$ cat src/rtl/irq_exp_pkg.sv
package irq_exp_pkg;
  // register bank selected by the upper two address bits
  typedef enum logic [1:0] {
    BANK_FLAG = 2'd0,
    BANK_EN   = 2'd1,
    BANK_CTRL = 2'd2,
    BANK_NONE = 2'd3
  } bank_e;

  // low-address selector inside BANK_CTRL
  localparam int CTRL_ACK   = 0;
  localparam int CTRL_CFLAG = 1;
  localparam int CTRL_CEN   = 2;
  localparam int CTRL_MASK  = 3;
endpackage

$ cat src/rtl/irq_prio_enc.sv
module irq_prio_enc #(
  parameter int N = 8,
  localparam int IW = (N > 1) ? $clog2(N) : 1
) (
  input  logic [N-1:0]  req,
  output logic          found,
  output logic [IW-1:0] idx
);
  always_comb begin
    found = 1'b0;
    idx   = '0;
    for (int i = N - 1; i >= 0; i--) begin
      if (req[i]) begin
        found = 1'b1;
        idx   = IW'(i);
      end
    end
  end
endmodule

$ cat src/rtl/irq_grp.sv
module irq_grp #(
  parameter int W = 8
) (
  input  logic         clk,
  input  logic         rst_n,
  input  logic [W-1:0] irq_in,
  input  logic         flag_wr,
  input  logic         en_wr,
  input  logic         ack_clr,
  input  logic [W-1:0] wdata,
  input  logic [W-1:0] svc_clr,
  output logic [W-1:0] flag_q,
  output logic [W-1:0] en_q,
  output logic         ack_q,
  output logic         fwd
);
  logic [W-1:0] irq_d_q;
  logic [W-1:0] rise;
  logic [W-1:0] flag_d;
  logic [W-1:0] en_d;
  logic         ack_d;

  always_comb begin
    rise   = irq_in & ~irq_d_q;
    flag_d = ((flag_wr ? wdata : flag_q) & ~svc_clr) | rise;
    en_d   = en_wr ? wdata : en_q;
    fwd    = (|(flag_q & en_q)) & ~ack_q;
    ack_d  = (ack_q & ~ack_clr) | fwd;
  end

  always_ff @(posedge clk or negedge rst_n) begin
    if (!rst_n) begin
      irq_d_q <= '0;
      flag_q  <= '0;
      en_q    <= '0;
      ack_q   <= 1'b0;
    end else begin
      irq_d_q <= irq_in;
      flag_q  <= flag_d;
      if (en_wr) en_q <= en_d;
      ack_q   <= ack_d;
    end
  end
endmodule

$ cat src/rtl/irq_expander.sv
module irq_expander #(
  parameter int NUM_GRP = 12,
  parameter int GRP_W   = 8,
  localparam int NUM_SRC = NUM_GRP * GRP_W,
  localparam int VEC_W   = $clog2(NUM_SRC),
  localparam int GIW     = $clog2(NUM_GRP),
  localparam int LIW     = $clog2(GRP_W),
  localparam int IDX_W   = (GIW > 2) ? GIW : 2,
  localparam int ADDR_W  = IDX_W + 2,
  localparam int DATA_W  = (GRP_W > NUM_GRP) ? GRP_W : NUM_GRP
) (
  input  logic               clk,
  input  logic               rst_n,
  input  logic [NUM_SRC-1:0] irq_in,
  input  logic               reg_wr,
  input  logic [ADDR_W-1:0]  reg_addr,
  input  logic [DATA_W-1:0]  reg_wdata,
  output logic [DATA_W-1:0]  reg_rdata,
  output logic               cpu_irq,
  output logic [VEC_W-1:0]   cpu_vec,
  input  logic               cpu_ack
);
  import irq_exp_pkg::*;

  logic [NUM_GRP-1:0][GRP_W-1:0] grp_flag, grp_en, svc_line;
  logic [NUM_GRP-1:0]            ack, fwd;
  logic [NUM_GRP-1:0]            cflag_q, cflag_d, cen_q, cen_d, svc_grp;
  logic                          gmask_q, gmask_d;

  bank_e             bank;
  logic [IDX_W-1:0]  idx;
  logic              grp_idx_ok;
  logic              ctl_wr;

  logic              grp_found, line_found;
  logic [GIW-1:0]    win_grp;
  logic [LIW-1:0]    win_line;
  logic              svc;

  assign bank       = bank_e'(reg_addr[ADDR_W-1 -: 2]);
  assign idx        = reg_addr[IDX_W-1:0];
  assign grp_idx_ok = (32'(idx) < NUM_GRP);
  assign ctl_wr     = reg_wr && (bank == BANK_CTRL);

  // group level
  for (genvar g = 0; g < NUM_GRP; g++) begin : g_grp
    logic sel_g;
    assign sel_g = (32'(idx) == g);
    assign svc_line[g] = (svc && line_found && (win_grp == GIW'(g)))
                         ? (GRP_W'(1) << win_line) : '0;
    assign svc_grp[g]  = svc && (win_grp == GIW'(g));

    irq_grp #(.W(GRP_W)) u_grp (
      .clk     (clk),
      .rst_n   (rst_n),
      .irq_in  (irq_in[g*GRP_W +: GRP_W]),
      .flag_wr (reg_wr && bank == BANK_FLAG && sel_g),
      .en_wr   (reg_wr && bank == BANK_EN && sel_g),
      .ack_clr (ctl_wr && 32'(idx) == CTRL_ACK && reg_wdata[g]),
      .wdata   (reg_wdata[GRP_W-1:0]),
      .svc_clr (svc_line[g]),
      .flag_q  (grp_flag[g]),
      .en_q    (grp_en[g]),
      .ack_q   (ack[g]),
      .fwd     (fwd[g])
    );
  end

  // arbitration
  irq_prio_enc #(.N(NUM_GRP)) u_grp_pri (
    .req   (cflag_q & cen_q),
    .found (grp_found),
    .idx   (win_grp)
  );

  irq_prio_enc #(.N(GRP_W)) u_line_pri (
    .req   (grp_flag[win_grp] & grp_en[win_grp]),
    .found (line_found),
    .idx   (win_line)
  );

  assign cpu_irq = grp_found && !gmask_q;
  assign cpu_vec = VEC_W'(win_grp) * VEC_W'(GRP_W) + VEC_W'(win_line);
  assign svc     = cpu_irq && cpu_ack;

  // CPU level next state
  always_comb begin
    cflag_d = cflag_q;
    cen_d   = cen_q;
    gmask_d = gmask_q;
    if (ctl_wr && 32'(idx) == CTRL_CFLAG) cflag_d = reg_wdata[NUM_GRP-1:0];
    if (ctl_wr && 32'(idx) == CTRL_CEN)   cen_d   = reg_wdata[NUM_GRP-1:0];
    if (ctl_wr && 32'(idx) == CTRL_MASK)  gmask_d = reg_wdata[0];
    cflag_d = (cflag_d & ~svc_grp) | fwd;
  end

  always_ff @(posedge clk or negedge rst_n) begin
    if (!rst_n) begin
      cflag_q <= '0;
      cen_q   <= '0;
      gmask_q <= 1'b1;
    end else begin
      cflag_q <= cflag_d;
      if (ctl_wr) begin
        cen_q   <= cen_d;
        gmask_q <= gmask_d;
      end
    end
  end

  // read mux
  always_comb begin
    reg_rdata = '0;
    unique case (bank)
      BANK_FLAG: if (grp_idx_ok) reg_rdata = DATA_W'(grp_flag[idx]);
      BANK_EN:   if (grp_idx_ok) reg_rdata = DATA_W'(grp_en[idx]);
      BANK_CTRL: begin
        case (32'(idx))
          CTRL_ACK:   reg_rdata = DATA_W'(ack);
          CTRL_CFLAG: reg_rdata = DATA_W'(cflag_q);
          CTRL_CEN:   reg_rdata = DATA_W'(cen_q);
          CTRL_MASK:  reg_rdata = DATA_W'(gmask_q);
          default:    reg_rdata = '0;
        endcase
      end
      default: reg_rdata = '0;
    endcase
  end
endmodule

$ cat config.mk
export PLATFORM = sky130hd
export DESIGN_NAME = irq_expander
export DESIGN_NICKNAME = d
export VERILOG_FILES = /design/src/rtl/irq_exp_pkg.sv /design/src/rtl/irq_prio_enc.sv /design/src/rtl/irq_grp.sv /design/src/rtl/irq_expander.sv
export SDC_FILE = /design/constraint.sdc
export NUM_CORES = 1
export LEC_CHECK = 0
export BUFFER_PORTS_ARGS = -buffer_cell sky130_fd_sc_hd__buf_2
export CAP_MARGIN = 20
export CORE_MARGIN = 5
export CORE_UTILIZATION = 50
export DETAILED_ROUTE_END_ITERATION = 7
export PLACE_DENSITY_LB_ADDON = 0.1
export SLEW_MARGIN = 40
export SYNTH_ARGS = -nofsm -noshare
export SYNTH_HDL_FRONTEND = slang
export SYNTH_HIERARCHICAL = 1
export SYNTH_SLANG_ARGS = --single-unit
$ cat constraint.sdc
create_clock -name clk -period 10.5 [get_ports clk]
set_clock_uncertainty 0.2 [all_clocks]
set_input_delay 1.05 -clock clk [delete_from_list [all_inputs] [get_ports clk]]
set_output_delay 1.05 -clock clk [all_outputs]
set_load 0.02 [all_outputs]
Yosys cells after proc, flatten, opt, wreduce, memory -nomap -nowiden
Cells that the tools add are included.
Widths: inputs -> output; s select.
- flip-flop bits (word level): 325
- logic and storage cells: 382
- eq/ne operators: 24
- add/sub/neg operators: 1
- magnitude comparators: 3
- shifts and indexed selects: 1
- reduce and logical (&&, ||, !) cells: 88
- bitwise gates (word level): 137
- muxes and demuxes: 77
- operator list (operator ; number):
    $and 8x8->8 ; 37
    $mux 8 ; 30
    $not 8->8 ; 24
    $bmux 8 s4 ; 4
    $or 8x8->8 ; 12
    $reduce_or 8->1 ; 12
    $logic_and 1x1->1 ; 70
    $mux 4 ; 12
    $pmux 12 s4 ; 1
    $pmux 12 s3 ; 1
    $eq 4x3->1 const B ; 8
    $eq 4x4->1 const B ; 8
    $and 1x1->1 ; 24
    $and 12x12->12 ; 2
    $mux 3 ; 8
    $not 1->1 ; 24
    $mux 1 ; 20
    $eq 4x2->1 const B ; 4
    $mux 12 ; 1
    $not 12->12 ; 1
    $or 1x1->1 ; 12
    $or 12x12->12 ; 1
    $lt 4x5->1 const B ; 2
    $eq 4x1->1 const B ; 2
    9 further kinds ; 11

Longest topological paths before layout
Gate-level depths: netlist of the first run.
- depth in word-level cells: 30
- mapped depth: 19
- mapped depth without buffers: 16

Hierarchy
The synthesis of the first run kept the hierarchy.
- by module, submodules not included (module ; times used ; sequential area each (um^2) ; cells each ; area each (um^2)):
    irq_grp ; 12 ; 625.6 ; 66 ; 950.9
    irq_expander ; 1 ; 626.9 ; 780 ; 5233.8
    irq_prio_enc (u_grp_pri) ; 1 ; 0.0 ; 22 ; 128.9
    irq_prio_enc (u_line_pri) ; 1 ; 0.0 ; 13 ; 80.1

Worst setup path after synthesis of the first run
Ideal clock, no wire load.
- path type: register -> output
- start: register cen_q[8]
- end: output port cpu_vec[0]
- setup slack: 5.506 ns
- arrival time: 3.744 ns
- required time: 9.250 ns
- stages on the path, launching flop included: 12
- cell sequence: dfrtp_1 -> and2_1 -> o31ai_1 -> a211oi_1 -> nor3_1 -> buf_2 -> buf_2 -> buf_2 -> o211ai_1 -> o211ai_1 -> nand3_1 -> o41ai_1
- cells in the longest elaborated chain, start to end: 22
- elaborated cells on any way between the ends: 24
- those cells by class: add/sub: 1; mux: 21; bitwise: 2
- ends and longest elaborated chain (item ; RTL line ; text):
    start, declared ; irq_expander.sv:27 ; logic [NUM_GRP-1:0] cflag_q, cflag_d, cen_q, cen_d, svc_grp;
    start signal, assigned ; irq_expander.sv:105 ; cen_q <= cen_d;
    $and 12x12->12 (*) ; irq_expander.sv:71 ; .req (cflag_q & cen_q),
    $mux 4 (*) (9 in series) ; irq_prio_enc.sv:13 ; if (req[i]) begin
    $bmux 8 s4 ; irq_expander.sv:77 ; .req (grp_flag[win_grp] & grp_en[win_grp]),
    $mux 8 (not written as such) ; irq_expander.sv:77 ;
    $and 8x8->8 (*) ; irq_expander.sv:77 ;
    $mux 3 (7 in series) ; irq_prio_enc.sv:13 ;
    $mux 3 (*) ; irq_prio_enc.sv:13 ;
    $add 7x3->7 (*) ; irq_expander.sv:83 ; assign cpu_vec = VEC_W'(win_grp) * VEC_W'(GRP_W) + VEC_W'(win_line);
    end, declared ; irq_expander.sv:20 ; output logic [VEC_W-1:0] cpu_vec,
Mark *: on every way between the ends. The rest lies on a longest branch, timed or not. The select of a mux whose other input is x is not followed.

Worst setup path in the final report of the first run
- start: register cen_q[8]
- end: output port cpu_vec[2]
Same word-level chain as after synthesis.

==> out/qor.yml, run 1 <==
cts:
  htreeDepth: 2
  tritoncts_num_sinks: 325
  cts_buffer_depth: 3
  clk_pin_slew_ps: 60
  postCtsSetupBuffers: 0
  hold_buffers: 0
  root_buffer: "clkbuf_16"
  clkLatencyLatePin_ps: 520
  cts_tree: "done"
  cts_made_buffers: 37
  cts_resized: 0
critical_path:
  crit_type: "register to output port"
  cpPeakStageDelay_ps: 670
  worstSetupEndpointType: "output port"
  cp-start-kind: "register"
  path_cells: "and2_1 > o31ai_1 > a211oi_1 > nor3_2 > buf_6 > o21ai_0 > o211ai_1 > nand3_1 > nor4_2 > nor2b_1 > buf_2"
  worstPathRequired_ps: 9250
  crit_path_top_delay_cell: "nor2b_1"
  crit_fanout: 101
  cp.arrival_ps: 4370
timing:
  setup_ws_ps: 4880
  maxSlewViolCount: 0
  hold_violations: 0
  setup_viol: 0
  fin_tns_setup_ps: 0
  max_freq_mhz: 178
  fin_crit_sh_pct: 53.5
  min_period_ps: 5620
  worst_slew_pin_slew_ps: 890
  slew_headroom_pct: 40.7
  whs_ps: 217
  rsz0062_at_grt: "false"
layout:
  area_delta_synth_final_pct: 12.6
  num_antenna_cells: 0
  layout-drive-gt1-share_pct: 20.8
  fin_area_um2: 19000
  multiInputGateArea_um2: 7840
  nets: 1833
  fill_cells: 3016
  register_area_um2: 8130
floorplanning:
  num_io_pins: 138
  die-area_um2: 37500
  start_util_pct: 50.5
  die_x_um: 194
  die_y_um: 194
  core_um2: 33400
  fp-row-count: 67
synthesis:
  synth_nets: 1725
  yosys.area.top_type: "dfrtp_1"
  ys_seq_area_share_pct: 48.3
  synth_area_leaders: "dfrtp_1 48%, mux2i_1 13%, mux2_2 6.5%, nor2_1 3.6%, o22ai_1 3.6%"
  synth_top_area_share_pct: 48.1
  avgSynthCellArea_um2: 10.5
  syn_inst: 1607
  synth_seq_cells: 325
  async_flop_share_pct: 100
  syn-cell-area_um2: 16900
  synth_ff_type: "dfrtp_1"
  synth-edff-count: 0
  ys_types: 53
  ys_warn_count: 6
worst_hold_path:
  min_path_type: "input port to asynchronous set/reset pin"
placed_design:
  placed_area_um2: 17700
  dp_hpwl_um: 42200
  io_buffers: 137
  place_ws_ps: 5530
  place.gp.congestion: 0.993
grt:
  grt_overflow: 0
  grtUsageTotal_pct: 31.0
  grt_pass1_wl_um: 88400
  grt_pass1_vias: 13500
  grt_max_degree: 113
  grt_antenna_before_repair: 1
route:
  ant_nets: 0
  drt-initial-drc-count: 1555
  drc: 0
  vias: 13600
  drt-vias-per-instance: 6.23
  drt_wl_total_um: 59600
  drt-pass1-iter-count: 6
  wire_per_inst_um: 27.2
pwr:
  power_leakage_uw: 0.00823
  total_power_uw: 4230
  ir_drop_v: 0.000349
  powerDensity_nw_per_um2: 223
run:
  drv_cap: 0
outcome:
  status: "finished clean"
## cells by family (layout without fill, tap and decap cells)
group | after synthesis | in the layout | synth area share (%)
AOI/OAI and AO/OA | 299 | 299 | 11.7
buffers and inverters | 188 | 321 | 5.77
DFF | 325 | 325 | 48.3
muxes | 337 | 337 | 21.1
and+or+nand+nor | 458 | 458 | 13.2
## final cells by class
class,instances,share of cell area [%]
Multi-Input combinational cell,1094,41.3
Tap cell,448,2.95
Sequential cell,325,42.9
Inverter,101,2.00
Clock buffer,54,5.64
Timing Repair Buffer,156,4.86
Clock inverter,10,0.415
## cells in the final DEF (no fill, tap or decap), types with 3 or more instances in the layout
cell	instances
dfrtp_1	324
mux2i_1	226
nor2_1	149
buf_2	135
inv_1	100
mux2_2	98
o22ai_1	96
nand2_1	91
nand3_1	85
a22oi_1	72
o211ai_1	48
clkbuf_16	37
o21ai_0	32
a21oi_1	31
and2_1	28
nor2_2	13
o21bai_1	12
and4_1	12
mux2_4	10
nand4_1	9
clkbuf_1	9
buf_4	9
nor2b_1	8
nor3_1	8
clkinv_2	8
clkbuf_8	8
buf_6	8
nand3b_1	7
nand2b_1	5
and2_0	5
nor3_2	5
nor2b_2	4
nor4_1	4
nor4_2	4
nand3_2	3
or3b_1	3
or3b_2	3
## critical path, delay by kind of cell, from the launching register on
| kind | cells | cell delay [ps] |
|---|---|---|
| AO/OA/AOI/OAI | 4 | 980 |
| flip-flops | 1 | 400 |
| buffers and inverters | 2 | 860 |
| AND/OR/NAND/NOR | 5 | 1560 |
## power by group
group | total [µW] | switching [µW] | internal [µW] | leakage (µW)
clock | 1240 | 515 | 730 | 0.000574
combinational | 1490 | 1100 | 393 | 0.00398
sequential | 1500 | 122 | 1370 | 0.00367
## stage by stage
stage               instances  util, %
finish                   2188     56.9
floorplan                1607        -
CTS                      2185     56.6
global route             2188     56.9
detailed placement       2121     53.2
global placement         2116     52.8
## state kept, by name, summed over array words and instances (netlist names)
register and flops:
g_grp.u_grp/irq_d_q 96, g_grp.u_grp/en_q 96, g_grp.u_grp/flag_q 96, cen_q 12
g_grp.u_grp/ack_q 12, gmask_q 1, cflag_q 12
## per-layer routing
metal,routed length (µm),share of wire (%),vias up,GRT usage [%]
met2,25100,42,603,44.3
li1,-,-,5986,-
met1,27800,47,6918,47.8
met4,2180,3.7,2,9.91
met5,13,0.022,-,0
met3,4450,7.5,116,5.83
## cell usage after synthesis, types with 23 or more instances
cell	number
dfrtp_1	324
mux2i_1	226
nor2_1	162
inv_1	100
mux2_2	98
o22ai_1	96
nand2_1	92
nand3_1	86
a22oi_1	72
o211ai_1	48
o21ai_0	32
a21oi_1	31
and2_1	28
buf_6	26
buf_2	24
clkbuf_1	23
## worst paths after layout
kind | startpoint | end | slack, ps | cells after the start
max | cen_q[8] | cpu_vec[2] | 4880 | 11
min | rst_n | g_grp[9].u_grp/flag_q[1] | 220 | 1
max reg2reg | cen_q[8] | g_grp[11].u_grp/flag_q[4] | 5510 | 13
min reg2reg | g_grp[10].u_grp/irq_d_q[5] | g_grp[10].u_grp/flag_q[5] | 230 | 1
max in group asynchronous | rst_n | g_grp[7].u_grp/en_q[0] | 7820 | 4
min in group clk | g_grp[10].u_grp/irq_d_q[5] | g_grp[10].u_grp/flag_q[5] | 230 | 1
Note: power is estimated with default switching activity, not from simulation.
==> run 2, diff against run 1 <==
==> constraint.sdc (replaced) <==
create_clock -name clk -period 5.25 [get_ports clk]
set_clock_uncertainty 0.2 [all_clocks]
set_input_delay 0.525 -clock clk [delete_from_list [all_inputs] [get_ports clk]]
set_output_delay 0.525 -clock clk [all_outputs]
set_load 0.02 [all_outputs]
==> run 2 against run 1 <==
Count of clock-buffer cells in the layout shrank 3. Die area is the same. Clock power grew 99%. Register-to-register slack lost 4700 ps. Cell count grew 5.2%. Sequential share of layout area shrank 2.3 points. Critical path depth is the same. Sequential cell count is the same. Hold slack lost 150 ps. Design area grew 5.8%. Power grew 110%. Non-clock buffer count grew 116. Critical endpoint unchanged. Largest cell class unchanged. Highest routed layer is now met4.
==> out/qor.yml, run 2 (synthesis gave the netlist of run 1 again) <==
layout:
  reg_top3: "g_grp.u_grp/en_q: 96 flops, g_grp.u_grp/flag_q: 96 flops, g_grp.u_grp/irq_d_q: 96 flops"
  nets: 1949
  multiInputGateArea_um2: 7820
  fin_area_um2: 20100
  register_area_um2: 8130
  area_delta_synth_final_pct: 19.1
  layout_common_cells: "324 x dfrtp_1, 226 x mux2i_1, 151 x nor2_1"
  final_common_cell: "dfrtp_1"
  layout-drive-gt1-share_pct: 19.8
  fill_cells: 2874
critical_path:
  r2r-end: "g_grp[8].u_grp/flag_q[4]"
  crit_type: "register to output port"
  cp-start-kind: "register"
  startpoint: "cflag_q[8]"
  worstSetupEndpointType: "output port"
  reg2reg_slack_ps: 790
  cp.arrival_ps: 4040
  worstRegToRegCells: 14
  worstPathRequired_ps: 4530
  cp-endpoint: "cpu_vec[2]"
  regToRegStartpoint: "cflag_q[8]"
  crit_fanout: 101
placed_design:
  place_ws_ps: 943
  placed_area_um2: 17900
  place.gp.congestion: 0.976
  dp_hpwl_um: 43800
  io_buffers: 137
timing:
  fin_crit_sh_pct: 90.7
  maxSlewViolCount: 0
  max_freq_mhz: 210
  worst_slew_pin_slew_ps: 904
  slew_headroom_pct: 39.7
  min_period_ps: 4760
  rsz0062_at_grt: "false"
  setup_viol: 0
  fin_tns_setup_ps: 0
  hold_violations: 0
  setup_ws_ps: 487
cts:
  clk_pin_slew_ps: 60
  root_buffer: "clkbuf_16"
  cts_made_buffers: 37
  cts_tree: "done"
  hold_buffers: 97
  cts_resized: 0
  tritoncts_num_sinks: 325
  htreeDepth: 2
  cts_buffer_depth: 3
  postCtsSetupBuffers: 0
  clkLatencyLatePin_ps: 540
pwr:
  power_leakage_uw: 0.00870
  powerDensity_nw_per_um2: 434
  clkPwrFrac_pct: 28.4
  p_int_uw: 5210
  comb_power_share_pct: 37.2
  ir_drop_v: 0.000670
  swShare_pct: 40.2
  p_sw_uw: 3510
  seqPwrFrac_pct: 34.4
floorplanning:
  core_um2: 33400
  fp-row-count: 67
  die_y_um: 194
  num_io_pins: 138
  start_util_pct: 50.5
  die-area_um2: 37500
  die_x_um: 194
route:
  drc: 0
  wire_per_inst_um: 27.1
  vias: 14000
  ant_nets: 0
  drt-pass1-iter-count: 5
  drt_wl_total_um: 62400
  route.met3.wl_um: 3960
  dr.max_layer_used: "met4"
  drt-vias-per-instance: 6.07
  drt-initial-drc-count: 1246
  met1_length_um: 28800
  wl_met2_um: 27900
grt:
  grt_max_degree: 139
  grt_antenna_before_repair: 0
  grtUsageTotal_pct: 32.9
  grt_overflow: 0
  grt_pass1_vias: 14200
  grt_pass1_wl_um: 93600
worst_hold_path:
  min_path_type: "input port to register"
outcome:
  status: "finished clean"
run:
  drv_cap: 0
## run 2: cell types whose count changed in the layout (fill, tap and decap cells not counted), sizes merged
cell	delta
bufinv	+1
buf	+19
clkbuf	-3
diode	+1
inv	+1
clkinv	-3
dlygate4sd3	+97
clkinvlp	+1
## run 2: worst min path at each step
stage / start / to / slack [ps] / cells past startpoint
floorplan: rst_n / cen_q[0] / 30 / 0
global placement: g_grp[1].u_grp/irq_d_q[7] / g_grp[1].u_grp/flag_q[7] / 210 / 1
detailed placement: g_grp[10].u_grp/irq_d_q[3] / g_grp[10].u_grp/flag_q[3] / 220 / 1
CTS: reg_wdata[11] / cen_q[11] / 40 / 2
global route: reg_wdata[11] / cen_q[11] / 50 / 2
finish: reg_wdata[11] / cen_q[11] / 70 / 2
## run 2: critical path: stages, from the launching register on
cell	delay, ps
dfrtp_1	390
and2_1	180
o31ai_1	320
a211oi_1	150
nor3_2	220
buf_12	390
o21ai_0	160
o211ai_1	320
nand3_1	210
nor4_2	340
nor2b_1	500
buf_2	290
## run 2: final cells by class
class / instances / area share [%]
diodes: 1 / 0.0125
multi-input cells: 1094 / 39.0
clock inverters: 10 / 0.548
inverters: 101 / 1.89
well taps: 448 / 2.79
clock buffers: 51 / 5.12
flip-flops and latches: 325 / 40.5
repair buffers: 272 / 10.1
## run 2: power by group through the flow
stage | combinational, µW | clock, µW | sequential (µW)
floorplan | 1540 | 0 | 2940
global placement | 3080 | 0 | 3020
detailed placement | 3100 | 0 | 3030
CTS | 3170 | 2520 | 2990
global route | 3400 | 2630 | 3030
finish | 3240 | 2470 | 3000
## run 2: per-stage QoR
step	utilization (%)	std cells	hold WS, ps	power, µW
detailed placement	53.7	2141	218	6130
floorplan	-	1607	29.4	4480
global placement	53.5	2141	211	6100
global route	60.2	2301	54.7	9060
finish	60.2	2302	70.3	8720
CTS	60.0	2299	43.3	8680
## run 2: metal layers
metal | vias up | GRT usage, %
met2 | 529 | 49.8
met1 | 7133 | 49.5
li1 | 6214 | -
met5 | - | 0
met3 | 90 | 5.04
met4 | 0 | 9.55
==> run 3, diff against run 2 <==
--- a/config.mk
+++ b/config.mk
@@ -10,7 +10,9 @@
 export CORE_MARGIN = 5
 export CORE_UTILIZATION = 50
 export DETAILED_ROUTE_END_ITERATION = 7
+export HOLD_SLACK_MARGIN = 0.12
 export PLACE_DENSITY_LB_ADDON = 0.1
+export RECOVER_POWER = 100
 export SLEW_MARGIN = 40
 export SYNTH_ARGS = -nofsm -noshare
 export SYNTH_HDL_FRONTEND = slang
==> run 3 against run 2 <==
The flow now finishes with violations (max-capacitance violations, max-slew violations). Register-to-register slack lost 320 ps. Die area unchanged. Clock power hardly changed. Sequential power hardly changed. Design area fell by 1.4%. Largest cell class unchanged. Non-clock buffer count is 4 higher. Hold slack improved by 150 ps. Highest routed layer unchanged.
==> out/qor.yml, run 3 (synthesis gave the netlist of run 1 again) <==
floorplanning:
  die-area_um2: 37500
  start_util_pct: 50.5
  die_y_um: 194
  fp-row-count: 67
  die_x_um: 194
  num_io_pins: 138
  core_um2: 33400
layout:
  layout_common_cells: "324 x dfrtp_1, 226 x mux2i_1, 152 x nor2_1"
  final_common_cell: "dfrtp_1"
  nets: 1953
  fin_area_um2: 19800
  num_antenna_cells: 0
  multiInputGateArea_um2: 7760
  layout-drive-gt1-share_pct: 12.7
  register_area_um2: 8130
  reg_top3: "g_grp.u_grp/en_q: 96 flops, g_grp.u_grp/flag_q: 96 flops, g_grp.u_grp/irq_d_q: 96 flops"
  area_delta_synth_final_pct: 17.4
  fill_cells: 2956
critical_path:
  crit_fanout: 101
  worstRegToRegCells: 14
  crit_type: "register to output port"
  cp-start-kind: "register"
  worstSetupEndpointType: "output port"
  regToRegStartpoint: "cen_q[8]"
  cp.arrival_ps: 4110
  worstPathRequired_ps: 4530
  r2r-end: "g_grp[8].u_grp/flag_q[4]"
  reg2reg_slack_ps: 470
worst_hold_path:
  hold_end: "g_grp[5].u_grp/flag_q[3]"
  hold_depth: 1
  worstHoldStart: "g_grp[5].u_grp/irq_d_q[3]"
  min_path_type: "register to register"
grt:
  grt_overflow: 0
  grt_max_degree: 139
  grt_pass1_vias: 14200
  grtUsageTotal_pct: 33.0
  grt_antenna_before_repair: 1
  grt_pass1_wl_um: 93700
pwr:
  p_int_uw: 5050
  power_leakage_uw: 0.00830
  seqPwrFrac_pct: 35.0
  p_sw_uw: 3510
  clkPwrFrac_pct: 28.9
  ir_drop_v: 0.000624
  comb_power_share_pct: 36.0
  swShare_pct: 41.0
  powerDensity_nw_per_um2: 433
placed_design:
  place.gp.congestion: 0.976
  placed_area_um2: 17900
  dp_hpwl_um: 43800
  io_buffers: 137
timing:
  fin_tns_setup_ps: 0
  hold_violations: 0
  rsz0062_at_grt: "false"
  worst_slew_pin_slew_ps: 2030
  maxSlewViolCount: 257
  min_period_ps: 4830
  slew_headroom_pct: -35.2
  setup_viol: 0
  fin_crit_sh_pct: 92.0
  max_freq_mhz: 207
cts:
  postCtsSetupBuffers: 0
  tritoncts_num_sinks: 325
  cts_made_buffers: 37
  clkLatencyLatePin_ps: 530
  cts_resized: 0
  htreeDepth: 2
  cts_tree: "done"
  clk_pin_slew_ps: 60
  cts_buffer_depth: 3
  root_buffer: "clkbuf_16"
route:
  drt-initial-drc-count: 1326
  drt-vias-per-instance: 6.05
  drt_wl_total_um: 62400
  drt-pass1-iter-count: 5
  wire_per_inst_um: 27.1
  drc: 0
  vias: 13900
  ant_nets: 0
outcome:
  status: "complete, but fails checks"
  failed_checks: "max-capacitance violations, max-slew violations"
run:
  drv_cap: 5
-- run 3: how the worst max path moves through the flow --
| stage | from | to | slack [ps] | depth (start not counted) |
|---|---|---|---|---|
| 2_1_floorplan | cen_q[8] | g_grp[7].u_grp/flag_q[1] | 330 | 15 |
| 3_3_place_gp | cen_q[9] | g_grp[4].u_grp/flag_q[1] | 810 | 13 |
| 3_5_place_dp | cen_q[8] | g_grp[8].u_grp/flag_q[4] | 940 | 14 |
| 4_1_cts | cen_q[8] | cpu_vec[2] | 530 | 11 |
| 5_1_grt | cen_q[6] | cpu_vec[2] | 90 | 11 |
| 6_report | cen_q[8] | cpu_vec[2] | 420 | 11 |
-- run 3: area by class of cell --
cell class	instances	share of cell area, %
multi-input combinational	1094	39.2
inverter	101	1.92
clock buffer	51	5.20
tap	448	2.83
sequential	325	41.1
clock inverter	10	0.557
timing repair buffer	276	9.18
-- run 3: timing repair --
action,CTS,global route
setup endpoints to repair,0,0
hold buffers,101,0
endpoints found under the hold margin,313,0
-- run 3: through the flow --
| stage | cells | total power (µW) | util [%] | worst slack, ps | hold WS (ps) |
|---|---|---|---|---|---|
| after global placement | 2141 | 6100 | 53.5 | 807 | 211 |
| final | 2305 | 8560 | 59.3 | 420 | 224 |
| after CTS | 2303 | 8680 | 60.1 | 531 | 226 |
| after global routing | 2305 | 8890 | 59.3 | 89.4 | 234 |
| after detailed placement | 2141 | 6130 | 53.7 | 943 | 218 |
| after floorplan | 1607 | 4480 | - | 333 | 29.4 |
-- run 3: routing by layer --
layer | global-route usage [%] | wire (µm)
met1 | 49.6 | 28700
met2 | 49.9 | 27700
met3 | 5.06 | 4180
met4 | 9.55 | 1810
met5 | 0 | 0
-- run 3: worst max-delay path: stages, from the launching register on --
cell	delay, ps
dfrtp_1	390
and2_0	200
o31ai_1	350
a211oi_1	160
nor3_2	220
buf_12	380
o21ai_0	160
o211ai_1	320
nand3_1	210
nor4_2	330
nor2b_1	490
clkbuf_2	310
-- run 3: power groups by stage --
stage,clock [µW],combinational [µW],sequential (µW)
5_1_grt,2640,3230,3030
3_3_place_gp,0,3080,3020
3_5_place_dp,0,3100,3030
2_1_floorplan,0,1540,2940
4_1_cts,2520,3170,2990
6_report,2480,3090,3000
